<file path="config.mk">
export PLATFORM = sky130hd
export DESIGN_NAME = patfill_engine
export DESIGN_NICKNAME = d
export VERILOG_FILES = /design/src/rtl/patfill_pkg.sv /design/src/rtl/patfill_rop.sv /design/src/rtl/patfill_expand.sv /design/src/rtl/patfill_walker.sv /design/src/rtl/patfill_engine.sv
export SDC_FILE = /design/constraint.sdc
export NUM_CORES = 1
export LEC_CHECK = 0
export ABC_AREA = 1
export BUFFER_PORTS_ARGS = -buffer_cell sky130_fd_sc_hd__buf_4
export CAP_MARGIN = 0
export CORE_MARGIN = 2
export CORE_UTILIZATION = 65
export DETAILED_ROUTE_END_ITERATION = 8
export PLACE_DENSITY = 0.87
export REMOVE_ABC_BUFFERS = 1
export SETUP_SLACK_MARGIN = 0.02
export SYNTH_ARGS = -nofsm -noshare
export SYNTH_HDL_FRONTEND = slang
export SYNTH_SLANG_ARGS = --single-unit
</file>
<file path="constraint.sdc">
create_clock -name clk -period 13.6 [get_ports clk]
set_input_delay 0 -clock clk [delete_from_list [all_inputs] [get_ports clk]]
set_output_delay 0 -clock clk [all_outputs]
set_load 0.005 [all_outputs]
</file>
<file path="src/rtl/patfill_pkg.sv">
package patfill_pkg;

    localparam int WORD_W = 32;

    typedef enum logic [2:0] {
        ST_IDLE,
        ST_DESC,
        ST_DESCW,
        ST_FETCH,
        ST_WRITE
    } fill_state_t;

    // Pattern descriptor word: reserved bits must be zero
    typedef struct packed {
        logic [14:0] rsvd;
        logic        is_bitmap;
        logic [7:0]  height;
        logic [7:0]  width;
    } pat_desc_t;

    localparam logic [3:0] ROP_CLEAR = 4'h0;
    localparam logic [3:0] ROP_COPY  = 4'h3;
    localparam logic [3:0] ROP_XOR   = 4'h6;
    localparam logic [3:0] ROP_NSRC  = 4'hC;
    localparam logic [3:0] ROP_SET   = 4'hF;

    // A function needs the destination when its truth table differs along d
    function automatic logic rop_needs_dst(input logic [3:0] f);
        return (f[0] != f[1]) || (f[2] != f[3]);
    endfunction

endpackage

</file>
<file path="src/rtl/patfill_rop.sv">
module patfill_rop #(
    parameter int PIX_W = 8
) (
    input  logic [3:0]       code,
    input  logic [PIX_W-1:0] src,
    input  logic [PIX_W-1:0] dst,
    output logic [PIX_W-1:0] res
);
    for (genvar b = 0; b < PIX_W; b++) begin : g_bit
        logic [1:0] sel;
        assign sel    = {~src[b], ~dst[b]};
        assign res[b] = code[sel];
    end
endmodule

</file>
<file path="src/rtl/patfill_expand.sv">
module patfill_expand
    import patfill_pkg::*;
#(
    parameter int PIX_W = 8
) (
    input  logic [WORD_W-1:0] word,
    input  logic [4:0]        sel,
    input  logic              is_bitmap,
    input  logic [PIX_W-1:0]  fg,
    input  logic [PIX_W-1:0]  bg,
    output logic [PIX_W-1:0]  pix
);
    localparam int PPW    = WORD_W / PIX_W;
    localparam int LANE_W = (PPW > 1) ? $clog2(PPW) : 1;

    logic [PIX_W-1:0] lane_pix;
    logic             mono_bit;

    if (PPW > 1) begin : g_multi
        logic [LANE_W-1:0] lane;
        assign lane     = sel[LANE_W-1:0];
        assign lane_pix = word[lane*PIX_W +: PIX_W];
    end else begin : g_single
        assign lane_pix = word[PIX_W-1:0];
    end

    assign mono_bit = word[sel];
    assign pix      = is_bitmap ? (mono_bit ? fg : bg) : lane_pix;
endmodule

</file>
<file path="src/rtl/patfill_walker.sv">
module patfill_walker #(
    parameter int COORD_W = 8
) (
    input  logic               clk,
    input  logic               rst,
    input  logic               load,
    input  logic               step,
    input  logic               active,
    input  logic [COORD_W-1:0] dx0,
    input  logic [COORD_W-1:0] dy0,
    input  logic [COORD_W-1:0] w,
    input  logic [COORD_W-1:0] h,
    input  logic [COORD_W-1:0] pw,
    input  logic [COORD_W-1:0] ph,
    input  logic [COORD_W-1:0] px0,
    input  logic [COORD_W-1:0] py0,
    output logic [COORD_W-1:0] cur_x,
    output logic [COORD_W-1:0] cur_y,
    output logic [COORD_W-1:0] pat_x,
    output logic [COORD_W-1:0] pat_y,
    output logic               last
);
    logic [COORD_W-1:0] ox_q, oy_q, w_q, h_q, pw_q, ph_q;
    logic [COORD_W-1:0] cx_q, cy_q, px_q, py_q, px0_q;
    logic               row_end;

    assign row_end = (cx_q == w_q - 1'b1);
    assign last    = row_end && (cy_q == h_q - 1'b1);
    assign cur_x   = ox_q + cx_q;
    assign cur_y   = oy_q + cy_q;
    assign pat_x   = px_q;
    assign pat_y   = py_q;

    always_ff @(posedge clk) begin
        if (rst) begin
            ox_q  <= '0;
            oy_q  <= '0;
            w_q   <= '0;
            h_q   <= '0;
            pw_q  <= '0;
            ph_q  <= '0;
            cx_q  <= '0;
            cy_q  <= '0;
            px_q  <= '0;
            py_q  <= '0;
            px0_q <= '0;
        end else if (load) begin
            ox_q  <= dx0;
            oy_q  <= dy0;
            w_q   <= w;
            h_q   <= h;
            pw_q  <= pw;
            ph_q  <= ph;
            cx_q  <= '0;
            cy_q  <= '0;
            px_q  <= px0;
            py_q  <= py0;
            px0_q <= px0;
        end else if (step) begin
            if (row_end) begin
                cx_q <= '0;
                cy_q <= cy_q + 1'b1;
                px_q <= px0_q;
                py_q <= (py_q == ph_q - 1'b1) ? '0 : py_q + 1'b1;
            end else begin
                cx_q <= cx_q + 1'b1;
                px_q <= (px_q == pw_q - 1'b1) ? '0 : px_q + 1'b1;
            end
        end
    end


    pat_range_chk: assert property (@(posedge clk) disable iff (rst)
        active |-> (px_q < pw_q) && (py_q < ph_q));
endmodule

</file>
<file path="src/rtl/patfill_engine.sv">
module patfill_engine
    import patfill_pkg::*;
#(
    parameter int PIX_W     = 8,
    parameter int COORD_W   = 8,
    parameter int ID_W      = 3,
    parameter int MAX_ID    = 3,
    parameter int PAT_MAX   = 8,
    parameter int FB_STRIDE = 16,
    parameter int FB_ROWS   = 16,
    localparam int PPW      = WORD_W / PIX_W,
    localparam int WPR      = (PAT_MAX + PPW - 1) / PPW,
    localparam int SLOT     = 1 + PAT_MAX * WPR,
    localparam int PAT_AW   = $clog2((MAX_ID + 1) * SLOT),
    localparam int FB_AW    = $clog2(FB_STRIDE * FB_ROWS)
) (
    input  logic               clk,
    input  logic               rst,
    input  logic               cmd_valid,
    output logic               cmd_ready,
    input  logic [ID_W-1:0]    cmd_id,
    input  logic               cmd_copy,
    input  logic [COORD_W-1:0] cmd_dx,
    input  logic [COORD_W-1:0] cmd_dy,
    input  logic [COORD_W-1:0] cmd_w,
    input  logic [COORD_W-1:0] cmd_h,
    input  logic [COORD_W-1:0] cmd_sx,
    input  logic [COORD_W-1:0] cmd_sy,
    input  logic [PIX_W-1:0]   cmd_fg,
    input  logic [PIX_W-1:0]   cmd_bg,
    input  logic [3:0]         cmd_rop,
    output logic               done,
    output logic               pat_re,
    output logic [PAT_AW-1:0]  pat_addr,
    input  logic [WORD_W-1:0]  pat_rdata,
    output logic               fb_re,
    output logic               fb_we,
    output logic [FB_AW-1:0]   fb_addr,
    output logic [PIX_W-1:0]   fb_wdata,
    input  logic [PIX_W-1:0]   fb_rdata
);
    localparam int LANE_SH = (PPW > 1) ? $clog2(PPW) : 0;

    fill_state_t         state_q;
    logic                done_q;
    logic [ID_W-1:0]     id_q;
    logic                copy_q;
    logic                bmp_q;
    logic                need_dst_q;
    logic [COORD_W-1:0]  dx_q, dy_q, w_q, h_q, sx_q, sy_q;
    logic [PIX_W-1:0]    fg_q, bg_q;
    logic [3:0]          rop_q;

    pat_desc_t           desc;
    logic                desc_bad;
    logic [COORD_W-1:0]  pw_in, ph_in, pw_safe, ph_safe, px0, py0;
    logic                accept, trivial;

    logic [COORD_W-1:0]  cur_x, cur_y, pat_x, pat_y;
    logic                last;
    logic                walk_load, walk_step, walk_active;

    logic [PAT_AW-1:0]   base_addr, row_off, lane_word, fetch_addr;
    logic [PIX_W-1:0]    src_pix, rop_res;

    // Command acceptance
    assign cmd_ready = (state_q == ST_IDLE) && !done_q;
    assign accept    = cmd_valid && cmd_ready;
    assign trivial   = (cmd_w == '0) || (cmd_h == '0) || (cmd_id > ID_W'(MAX_ID));
    assign done      = done_q;

    // Descriptor decode
    assign desc     = pat_desc_t'(pat_rdata);
    assign pw_in    = COORD_W'(desc.width);
    assign ph_in    = COORD_W'(desc.height);
    assign desc_bad = (pw_in == '0) || (ph_in == '0) ||
                      (pw_in > COORD_W'(PAT_MAX)) || (ph_in > COORD_W'(PAT_MAX)) ||
                      (|desc.rsvd);
    assign pw_safe  = (pw_in == '0) ? COORD_W'(1) : pw_in;
    assign ph_safe  = (ph_in == '0) ? COORD_W'(1) : ph_in;
    assign px0      = (copy_q ? sx_q : dx_q) % pw_safe;
    assign py0      = (copy_q ? sy_q : dy_q) % ph_safe;

    assign walk_load   = (state_q == ST_DESCW) && !desc_bad;
    assign walk_step   = (state_q == ST_WRITE);
    assign walk_active = (state_q == ST_FETCH) || (state_q == ST_WRITE);

    patfill_walker #(.COORD_W(COORD_W)) u_walk (
        .clk    (clk),
        .rst    (rst),
        .load   (walk_load),
        .step   (walk_step),
        .active (walk_active),
        .dx0    (dx_q),
        .dy0    (dy_q),
        .w      (w_q),
        .h      (h_q),
        .pw     (pw_in),
        .ph     (ph_in),
        .px0    (px0),
        .py0    (py0),
        .cur_x  (cur_x),
        .cur_y  (cur_y),
        .pat_x  (pat_x),
        .pat_y  (pat_y),
        .last   (last)
    );

    // Pattern word address
    assign base_addr  = PAT_AW'(id_q) * PAT_AW'(SLOT);
    assign row_off    = PAT_AW'(pat_y) * PAT_AW'(WPR);
    assign lane_word  = bmp_q ? '0 : PAT_AW'(pat_x >> LANE_SH);
    assign fetch_addr = base_addr + PAT_AW'(1) + row_off + lane_word;

    assign pat_re   = (state_q == ST_DESC) || (state_q == ST_FETCH);
    assign pat_addr = (state_q == ST_DESC) ? base_addr : fetch_addr;

    // Frame buffer side
    assign fb_re   = (state_q == ST_FETCH) && need_dst_q;
    assign fb_we   = (state_q == ST_WRITE);
    assign fb_addr = FB_AW'(cur_y) * FB_AW'(FB_STRIDE) + FB_AW'(cur_x);

    patfill_expand #(.PIX_W(PIX_W)) u_expand (
        .word      (pat_rdata),
        .sel       (pat_x[4:0]),
        .is_bitmap (bmp_q),
        .fg        (fg_q),
        .bg        (bg_q),
        .pix       (src_pix)
    );

    patfill_rop #(.PIX_W(PIX_W)) u_rop (
        .code (rop_q),
        .src  (src_pix),
        .dst  (fb_rdata),
        .res  (rop_res)
    );

    assign fb_wdata = rop_res;

    // Sequencer
    always_ff @(posedge clk) begin
        if (rst) begin
            state_q    <= ST_IDLE;
            done_q     <= 1'b0;
            id_q       <= '0;
            copy_q     <= 1'b0;
            bmp_q      <= 1'b0;
            need_dst_q <= 1'b0;
            dx_q       <= '0;
            dy_q       <= '0;
            w_q        <= '0;
            h_q        <= '0;
            sx_q       <= '0;
            sy_q       <= '0;
            fg_q       <= '0;
            bg_q       <= '0;
            rop_q      <= '0;
        end else begin
            done_q <= 1'b0;
            unique case (state_q)
                ST_IDLE: begin
                    if (accept) begin
                        id_q       <= cmd_id;
                        copy_q     <= cmd_copy;
                        dx_q       <= cmd_dx;
                        dy_q       <= cmd_dy;
                        w_q        <= cmd_w;
                        h_q        <= cmd_h;
                        sx_q       <= cmd_sx;
                        sy_q       <= cmd_sy;
                        fg_q       <= cmd_fg;
                        bg_q       <= cmd_bg;
                        rop_q      <= cmd_rop;
                        need_dst_q <= rop_needs_dst(cmd_rop);
                        if (trivial) done_q  <= 1'b1;
                        else         state_q <= ST_DESC;
                    end
                end
                ST_DESC:  state_q <= ST_DESCW;
                ST_DESCW: begin
                    bmp_q <= desc.is_bitmap;
                    if (desc_bad) begin
                        done_q  <= 1'b1;
                        state_q <= ST_IDLE;
                    end else begin
                        state_q <= ST_FETCH;
                    end
                end
                ST_FETCH: state_q <= ST_WRITE;
                ST_WRITE: begin
                    if (last) begin
                        done_q  <= 1'b1;
                        state_q <= ST_IDLE;
                    end else begin
                        state_q <= ST_FETCH;
                    end
                end
                default:  state_q <= ST_IDLE;
            endcase
        end
    end


    done_pulse_chk: assert property (@(posedge clk) disable iff (rst)
        done |=> !done);


    write_after_fetch_chk: assert property (@(posedge clk) disable iff (rst)
        fb_we |-> $past(pat_re));


    dst_read_used_chk: assert property (@(posedge clk) disable iff (rst)
        (fb_we && rop_needs_dst(rop_q)) |-> $past(fb_re));


    dst_read_skipped_chk: assert property (@(posedge clk) disable iff (rst)
        (fb_we && !rop_needs_dst(rop_q)) |-> !$past(fb_re));


    xor_merge_chk: assert property (@(posedge clk) disable iff (rst)
        (fb_we && rop_q == ROP_XOR) |-> fb_wdata == (src_pix ^ fb_rdata));


    empty_cmd_chk: assert property (@(posedge clk) disable iff (rst)
        (accept && (cmd_w == '0 || cmd_h == '0)) |=> done && !pat_re && !fb_re && !fb_we);


    bad_id_chk: assert property (@(posedge clk) disable iff (rst)
        (accept && cmd_id > ID_W'(MAX_ID)) |=> done && !pat_re && !fb_re && !fb_we);
endmodule

</file>
==> flow_summary_export.csv, run 1 <==
group,metric,value,unit
run_status,status,"finished, final reports clean",
power_and_ir_drop,power_switching,745,uW
timing,hold_viol,0,
power_and_ir_drop,power_switching_share,40.9,%
critical_path,cpPeakStageDelay,530,ps
timing,worst_clock_skew,12.8,ps
critical_path,cp_slowest_cell,"nor2_1",
logic_synthesis,yosysWarningCount,0,
critical_path,crit_arrival,11600,ps
timing,fmax,88.8,MHz
critical_path,crit_start,"pat_rdata[8]",
timing,period_needed,11270,ps
global_routing,grt_overflow_total,0,
floorplan,die_y,146,um
detailed_routing,route.met2.wl,19800,um
placed_design,gp_congestion,0.998,
logic_synthesis,avgSynthCellArea,6.67,um2
final_layout,area_growth_syn_to_layout,18.6,%
floorplan,row_count,51,
final_layout,finalNetCount,2364,
final_layout,drive_gt1_share,11.7,%
clock_tree,cts_num_sinks,162,
clock_tree,cts_buffer_depth,2,
floorplan,start_util,66.8,%
clock_tree,clk_pin_slew,70,ps
timing,drv_slew,0,
power_and_ir_drop,p_comb_share,45.2,%
critical_path,startpoint_type,"input port",
global_routing,grt_pass1_vias,14100,
placed_design,pre_cts_ws,2360,ps
global_routing,track_usage,39.2,%
timing,slew_headroom,24.5,%
detailed_routing,wl_met1,16500,um
global_routing,grt_max_degree,76,
critical_path,cp-end-kind,"flip-flop",
placed_design,hpwl,29100,um
detailed_routing,drt-initial-drc-count,1221,
global_routing,grt_pass1_wl,68200,um
critical_path,required,13930,ps
global_routing,antenna_found_initial,0,
detailed_routing,routed_wl,42100,um
detailed_routing,dr_wl_met3,3390,um
timing,setup-tns-final,0,ps
floorplan,die-area,21300,um2
detailed_routing,drtAntennaViolNets,0,
power_and_ir_drop,p_int,1.08,mW
final_layout,nFillCells,1461,
detailed_routing,routedWlPerCell,17.5,um
hold_path,worstHoldPathType,"in2reg",
logic_synthesis,ys.flop_type,"dfxtp_1",
critical_path,r2r_start,"copy_q",
detailed_routing,top_layer_used,"met4",
placed_design,portBuffers,142,
timing,setup_viol,0,
logic_synthesis,synthCells,1962,
power_and_ir_drop,clockPowerShare,26.1,%
power_and_ir_drop,ir_drop,0.0000844,V
critical_path,path_max_fanout,9,
critical_path,path_class,"in2reg",
clock_tree,cts_buffers,17,
clock_tree,clkLatencyLatePin,440,ps
clock_tree,cts_tree,"done",
detailed_routing,first_pass_iters,5,
timing,fin_crit_sh,82.8,%
logic_synthesis,synth.distinct_cells,59,
detailed_routing,dr_total_vias,14300,
power_and_ir_drop,power_density,118,nW/um2
floorplan,core-area,19600,um2
logic_synthesis,ys_ff_latch,162,
power_and_ir_drop,seq_power_share,28.8,%
timing,worst_pin_slew,1130,ps
timing,layout_setup_ws,2330,ps
timing,rsz0062_at_grt,"no",
clock_tree,cts-htree-levels,4,
detailed_routing,drc,0,
clock_tree,root_buffer,"clkbuf_16",
critical_path,cpMostUsedCell,"nand2_1",
logic_synthesis,yosysSeqAreaShare,24.8,%
hold_path,min_from,"pat_rdata[2]",
floorplan,die_width,146,um
floorplan,ios,143,
logic_synthesis,synth_async_sr_flop_share,0,%
final_layout,num_antenna_cells,0,
power_and_ir_drop,p_leak,7.60,nW
logic_synthesis,synth_edf_count,0,
clock_tree,ctsResizeCount,0,
detailed_routing,avgViaCountPerCell,5.92,
logic_synthesis,netlist_area,13100,um2
flow_run,cap_violations,0,
[final timing paths]
path,slack (ps),cells after the start,to
setup / recovery,2330,76,u_walk.pat_y[0]
hold / removal,70,3,u_walk.pw_q[2]
setup reg to reg,2470,75,u_walk.pat_y[0]
hold reg to reg,450,2,fg_q[7]
[cell type report]
type | count | area, um2 | share of cell area [%]
multi-input combinational | 1470 | 8550 | 55.1
clock buffer | 19 | 443 | 2.85
timing repair buffer | 221 | 1840 | 11.9
inverter | 263 | 990 | 6.38
sequential | 162 | 3240 | 20.9
tap | 265 | 332 | 2.14
clock inverter | 12 | 123 | 0.790
[critical path, delay by kind of cell]
| family | cells | cell delay [ps] |
|---|---|---|
| compound gates | 10 | 1610 |
| fa+ha+maj | 8 | 2460 |
| buf+inv | 16 | 2030 |
| xor+xnor | 1 | 120 |
| simple gates | 41 | 5320 |
[flip-flops by register name, indices dropped and copies added (netlist names), 8 cells and up]
name / count
bg_q: 8
dx_q: 8
dy_q: 8
fg_q: 8
h_q: 8
sx_q: 8
sy_q: 8
u_walk.cx_q: 8
u_walk.cy_q: 8
u_walk.h_q: 8
u_walk.ox_q: 8
u_walk.pat_x: 8
u_walk.pat_y: 8
u_walk.ph_q: 8
u_walk.pw_q: 8
u_walk.px0_q: 8
u_walk.w_q: 8
w_q: 8
[cells in the mapped netlist (all sizes together) (2+ instances only)]
| library cell | count | share of area [%] |
|---|---|---|
| ha | 102 | 9.8 |
| nor3 | 30 | 1.3 |
| a21oi | 187 | 7.3 |
| dfxtp | 162 | 25 |
| clkinv | 2 | 0.057 |
| nand2 | 380 | 11 |
| buf | 26 | 1.3 |
| and3 | 3 | 0.14 |
| nor4 | 10 | 0.48 |
| o21ai | 191 | 7.4 |
| or2 | 25 | 1.2 |
| nand4 | 18 | 0.91 |
| fa | 12 | 1.8 |
| nand3b | 5 | 0.29 |
| xnor2 | 36 | 2.4 |
| clkbuf | 41 | 1.2 |
| o2111ai | 3 | 0.25 |
| nand3 | 182 | 7.2 |
| nor2 | 138 | 4.3 |
| o311ai | 2 | 0.13 |
| o21a | 3 | 0.17 |
| o21bai | 8 | 0.46 |
| xor2 | 73 | 4.9 |
| a21o | 7 | 0.40 |
| o221ai | 2 | 0.13 |
| nor3b | 3 | 0.25 |
| a31oi | 7 | 0.33 |
| o211ai | 24 | 1.4 |
| inv | 261 | 7.5 |
| and2 | 9 | 0.43 |
| a22oi | 2 | 0.11 |
[power by group through the flow]
stage / registers, mW / clock network [mW] / logic [mW]
4_1_cts: 0.522 / 0.472 / 0.802
3_3_place_gp: 0.532 / 0 / 0.761
6_report: 0.525 / 0.476 / 0.824
5_1_grt: 0.527 / 0.492 / 0.922
3_5_place_dp: 0.533 / 0 / 0.781
2_1_floorplan: 0.530 / 0 / 0.569
[layout by cell type (no fill, tap or decap), drive strengths merged, types with 5 or more instances in the layout]
| cell | Yosys | routed |
|---|---|---|
| nand2 | 380 | 380 |
| inv | 261 | 266 |
| o21ai | 191 | 191 |
| a21oi | 187 | 187 |
| nand3 | 182 | 182 |
| dfxtp | 162 | 162 |
| buf | 26 | 147 |
| nor2 | 138 | 138 |
| ha | 102 | 102 |
| dlygate4sd3 | 0 | 74 |
| xor2 | 73 | 73 |
| xnor2 | 36 | 36 |
| nor3 | 30 | 30 |
| or2 | 25 | 25 |
| o211ai | 24 | 24 |
| clkbuf | 41 | 19 |
| nand4 | 18 | 18 |
| fa | 12 | 12 |
| nor4 | 10 | 10 |
| and2 | 9 | 9 |
| o21bai | 8 | 8 |
| a21o | 7 | 7 |
| a31oi | 7 | 7 |
| clkinv | 2 | 6 |
| nand3b | 5 | 5 |
[repair_timing]
action                                 in CTS  in global routing
setup buffers                               0                  0
hold buffers                               74                  0
endpoints found under the hold margin      74                  0
[kinds of logic after synthesis]
logic type,synth area share [%]
XOR/XNOR,7.30
multiplexers,0.0765
flip-flops,24.8
AO/OA/AOI/OAI,18.4
AND/OR/NAND/NOR,27.8
adder cells (fa/ha/maj),11.6
buffers and inverters,10.0
[stage by stage]
step / total power, mW / std cells / instance area [um2] / util [%] / hold WS [ps]
2_1_floorplan: 1.10 / 1895 / 12800 / - / 69.1
3_3_place_gp: 1.29 / 2307 / 14200 / 72.6 / 283
3_5_place_dp: 1.31 / 2307 / 14200 / 72.6 / 290
4_1_cts: 1.80 / 2412 / 15500 / 79.2 / 64.6
5_1_grt: 1.94 / 2412 / 15500 / 79.2 / 107
6_report: 1.82 / 2412 / 15500 / 79.2 / 66.6
[routing by layer]
layer  vias to the layer above  track usage, %
met4                         0            22.0
met3                       181            5.58
met1                      6510            47.6
met2                       728            66.6
li1                       6850               -
met5                         -               0
Power figures use the tool's default switching activity.
==> inputs of run 2 (changes only) <==
Settings changed: ABC_AREA 1 to 0, CORE_UTILIZATION 65 to 61, PLACE_DENSITY 0.87 to 0.82.
Clock period 13.6 ns to 11.32 ns, I/O delays scaled along.
==> run 2 against run 1 <==
Sequential cell count is the same. Non-clock buffer count grew 50. Global-route usage shrank 6.0 points. Sequential power grew 17%. Largest power group is now clock. Routed wire length shrank 7.8%. Critical path depth shrank 30. Utilization shrank 2.6 points.
==> flow_summary_export.csv, run 2 <==
group,metric,value,unit
timing,fin_crit_sh,95.9,%
clock_tree,clkLatencyLatePin,440,ps
placed_design,portBuffers,142,
logic_synthesis,synthCells,1653,
clock_tree,cts_num_sinks,162,
run_status,status,"finished, final reports clean",
critical_path,cpMostUsedCell,"ha_1",
clock_tree,cts_tree,"done",
global_routing,grt_pass1_wl,60700,um
floorplan,die_width,150,um
logic_synthesis,synth_async_sr_flop_share,0,%
critical_path,cp-end-kind,"flip-flop",
global_routing,grt_overflow_total,0,
clock_tree,cts-htree-levels,4,
placed_design,placed_area,14300,um2
critical_path,crit_arrival,11150,ps
logic_synthesis,yosysSeqAreaShare,24.8,%
final_layout,drive_gt1_share,18.3,%
placed_design,pre_cts_ws,-351,ps
logic_synthesis,yosysWarningCount,0,
timing,hold_viol,0,
floorplan,die-area,22600,um2
floorplan,ios,143,
logic_synthesis,synthDominantCellAreaShare,24.8,%
global_routing,antenna_found_initial,0,
final_layout,area_growth_syn_to_layout,23.5,%
clock_tree,clk_pin_slew,80,ps
timing,worst_clock_skew,10.5,ps
logic_synthesis,yosys-top-cells-area,"dfxtp_1 (25%), ha_1 (9.8%), nand2_1 (8.4%)",
final_layout,final_cell_area,16100,um2
detailed_routing,drtAntennaViolNets,0,
critical_path,startpoint_type,"flip-flop",
floorplan,core-area,21000,um2
logic_synthesis,ys_ff_latch,162,
logic_synthesis,yosys.area.top_type,"dfxtp_1",
timing,worst_pin_slew,1030,ps
logic_synthesis,ys.flop_type,"dfxtp_1",
floorplan,die_y,150,um
global_routing,grt_max_degree,76,
detailed_routing,dr_total_vias,13300,
critical_path,path_max_fanout,8,
timing,drv_slew,0,
detailed_routing,drc,0,
logic_synthesis,avgSynthCellArea,7.90,um2
logic_synthesis,synth_edf_count,0,
floorplan,row_count,53,
final_layout,layout_commonest_cell,"nand2_1",
timing,slew_headroom,31.5,%
logic_synthesis,synth.distinct_cells,93,
hold_path,worstHoldPathType,"in2reg",
global_routing,grt_pass1_vias,12400,
final_layout,num_antenna_cells,0,
detailed_routing,routed_wl,38800,um
critical_path,cp_slowest_cell,"dfxtp_2",
timing,layout_setup_ws,459,ps
clock_tree,root_buffer,"clkbuf_16",
logic_synthesis,synth_most_common_cell,"nand2_1",
placed_design,dpl.cell_count,2030,
final_layout,fin_cells,2157,
clock_tree,cts_buffers,17,
flow_run,cap_violations,0,
critical_path,path_class,"reg2reg",
power_and_ir_drop,ir_drop,0.0000980,V
placed_design,gp_congestion,0.955,
critical_path,cpPeakStageDelay,410,ps
critical_path,required,11610,ps
detailed_routing,routedWlPerCell,18.0,um
critical_path,cpLargestDelayFamily,"compound AO/OA/AOI/OAI gates",
global_routing,track_usage,33.2,%
final_layout,fin_util,76.7,%
critical_path,cp_num_buf_inv,4,
detailed_routing,drt-initial-drc-count,1112,
final_layout,layout_common_cells,"nand2_1 (289), buf_4 (191), a21oi_1 (172), dfxtp_1 (161), nor2_1 (108)",
clock_tree,cts_buffer_depth,2,
placed_design,hpwl,26300,um
floorplan,start_util,62.1,%
power_and_ir_drop,p_leak,7.02,nW
detailed_routing,first_pass_iters,6,
timing,fmax,92.1,MHz
timing,period_needed,10860,ps
detailed_routing,avgViaCountPerCell,6.14,
logic_synthesis,synth_common_cells,"nand2_1 (291), a21oi_1 (178), dfxtp_1 (162)",
logic_synthesis,netlist_area,13100,um2
power_and_ir_drop,power_density,115,nW/um2
final_layout,finalNetCount,2098,
timing,setup_viol,0,
## run 2: changes by cell type after synthesis, sizes merged, moves of 18 or more
cell | previous run | this run
inv | 261 | 90
nand3 | 182 | 32
o21ai | 191 | 63
nand2 | 380 | 291
xor2 | 73 | 42
and3 | 3 | 32
mux2i | 1 | 30
nor2 | 138 | 109
mux2 | 0 | 28
xnor2 | 36 | 61
mux4 | 0 | 22
nor3 | 30 | 48
## run 2: worst reg2reg max path: cells and delay by family (launching register included)
kind | cells | cell delay (ps)
AO/OA/AOI/OAI | 23 | 4750
adder cells (fa/ha/maj) | 8 | 2340
buffers and inverters | 4 | 540
flip-flops | 1 | 410
multiplexers | 5 | 1790
AND/OR/NAND/NOR | 6 | 880
## run 2: logic make-up (layout without fill, tap and decap cells)
group / count (synthesis) / in the layout / synth area share [%]
muxes: 80 / 80 / 8.80
xor gates and xnor gates: 104 / 104 / 7.09
AOI/OAI and AO/OA: 409 / 409 / 19.9
DFF: 162 / 162 / 24.8
buffers and inverters: 164 / 393 / 5.53
adders and majority gates: 114 / 114 / 11.6
and+or+nand+nor: 620 / 620 / 22.2
## run 2: worst paths after layout
path	slack, ps	cells past startpoint	from	end
worst max-delay path	460	46	copy_q	u_walk.pat_y[6]
worst min-delay path	60	4	pat_rdata[2]	u_walk.pw_q[2]
worst max register to register	460	46	copy_q	u_walk.pat_y[6]
worst min register to register	450	2	sx_q[3]	sx_q[3]
## run 2: area by class of cell
class / count / area [um2]
timing repair buffer: 271 / 2240
inverter: 90 / 338
fill: 1506 / 4900
multi-input combinational: 1327 / 9300
clock buffer: 17 / 425
tap: 275 / 344
clock inverter: 15 / 216
sequential: 162 / 3240
## run 2: report_power, final
group | internal [mW] | switching [mW] | leakage, nW | total, mW
clock network | 0.340 | 0.289 | 0.307 | 0.629
logic | 0.278 | 0.325 | 5.40 | 0.603
registers | 0.593 | 0.0213 | 1.32 | 0.614
## run 2: per-layer routing
| metal | vias to the layer above | part of all wire (%) | global-route usage (%) |
|---|---|---|---|
| met4 | 0 | 2.7 | 11.8 |
| met3 | 91 | 7.3 | 5.61 |
| met2 | 549 | 49 | 57.2 |
| li1 | 6329 | - | - |
| met5 | - | 0 | 0 |
| met1 | 6285 | 41 | 41.8 |
## run 2: repair_timing
| item | in CTS | in global routing |
|---|---|---|
| hold buffers | 79 | 0 |
| endpoints found under the setup margin | 24 | 24 |
| cloned | 0 | 0 |
| hold endpoints to repair | 80 | 0 |
| resized for setup | 8 | 48 |
| setup buffers | 0 | 16 |
| pin swaps | 0 | 17 |
## run 2: stage by stage
| step | hold WS (ps) | total power [mW] | TNS (ps) |
|---|---|---|---|
| after global placement | 248 | 1.14 | 0 |
| after global routing | 56.1 | 1.92 | -748 |
| after floorplan | 69.1 | 0.985 | -2780 |
| final | 58.9 | 1.85 | 0 |
| after detailed placement | 255 | 1.15 | -4420 |
| after CTS | 34.1 | 1.80 | 0 |
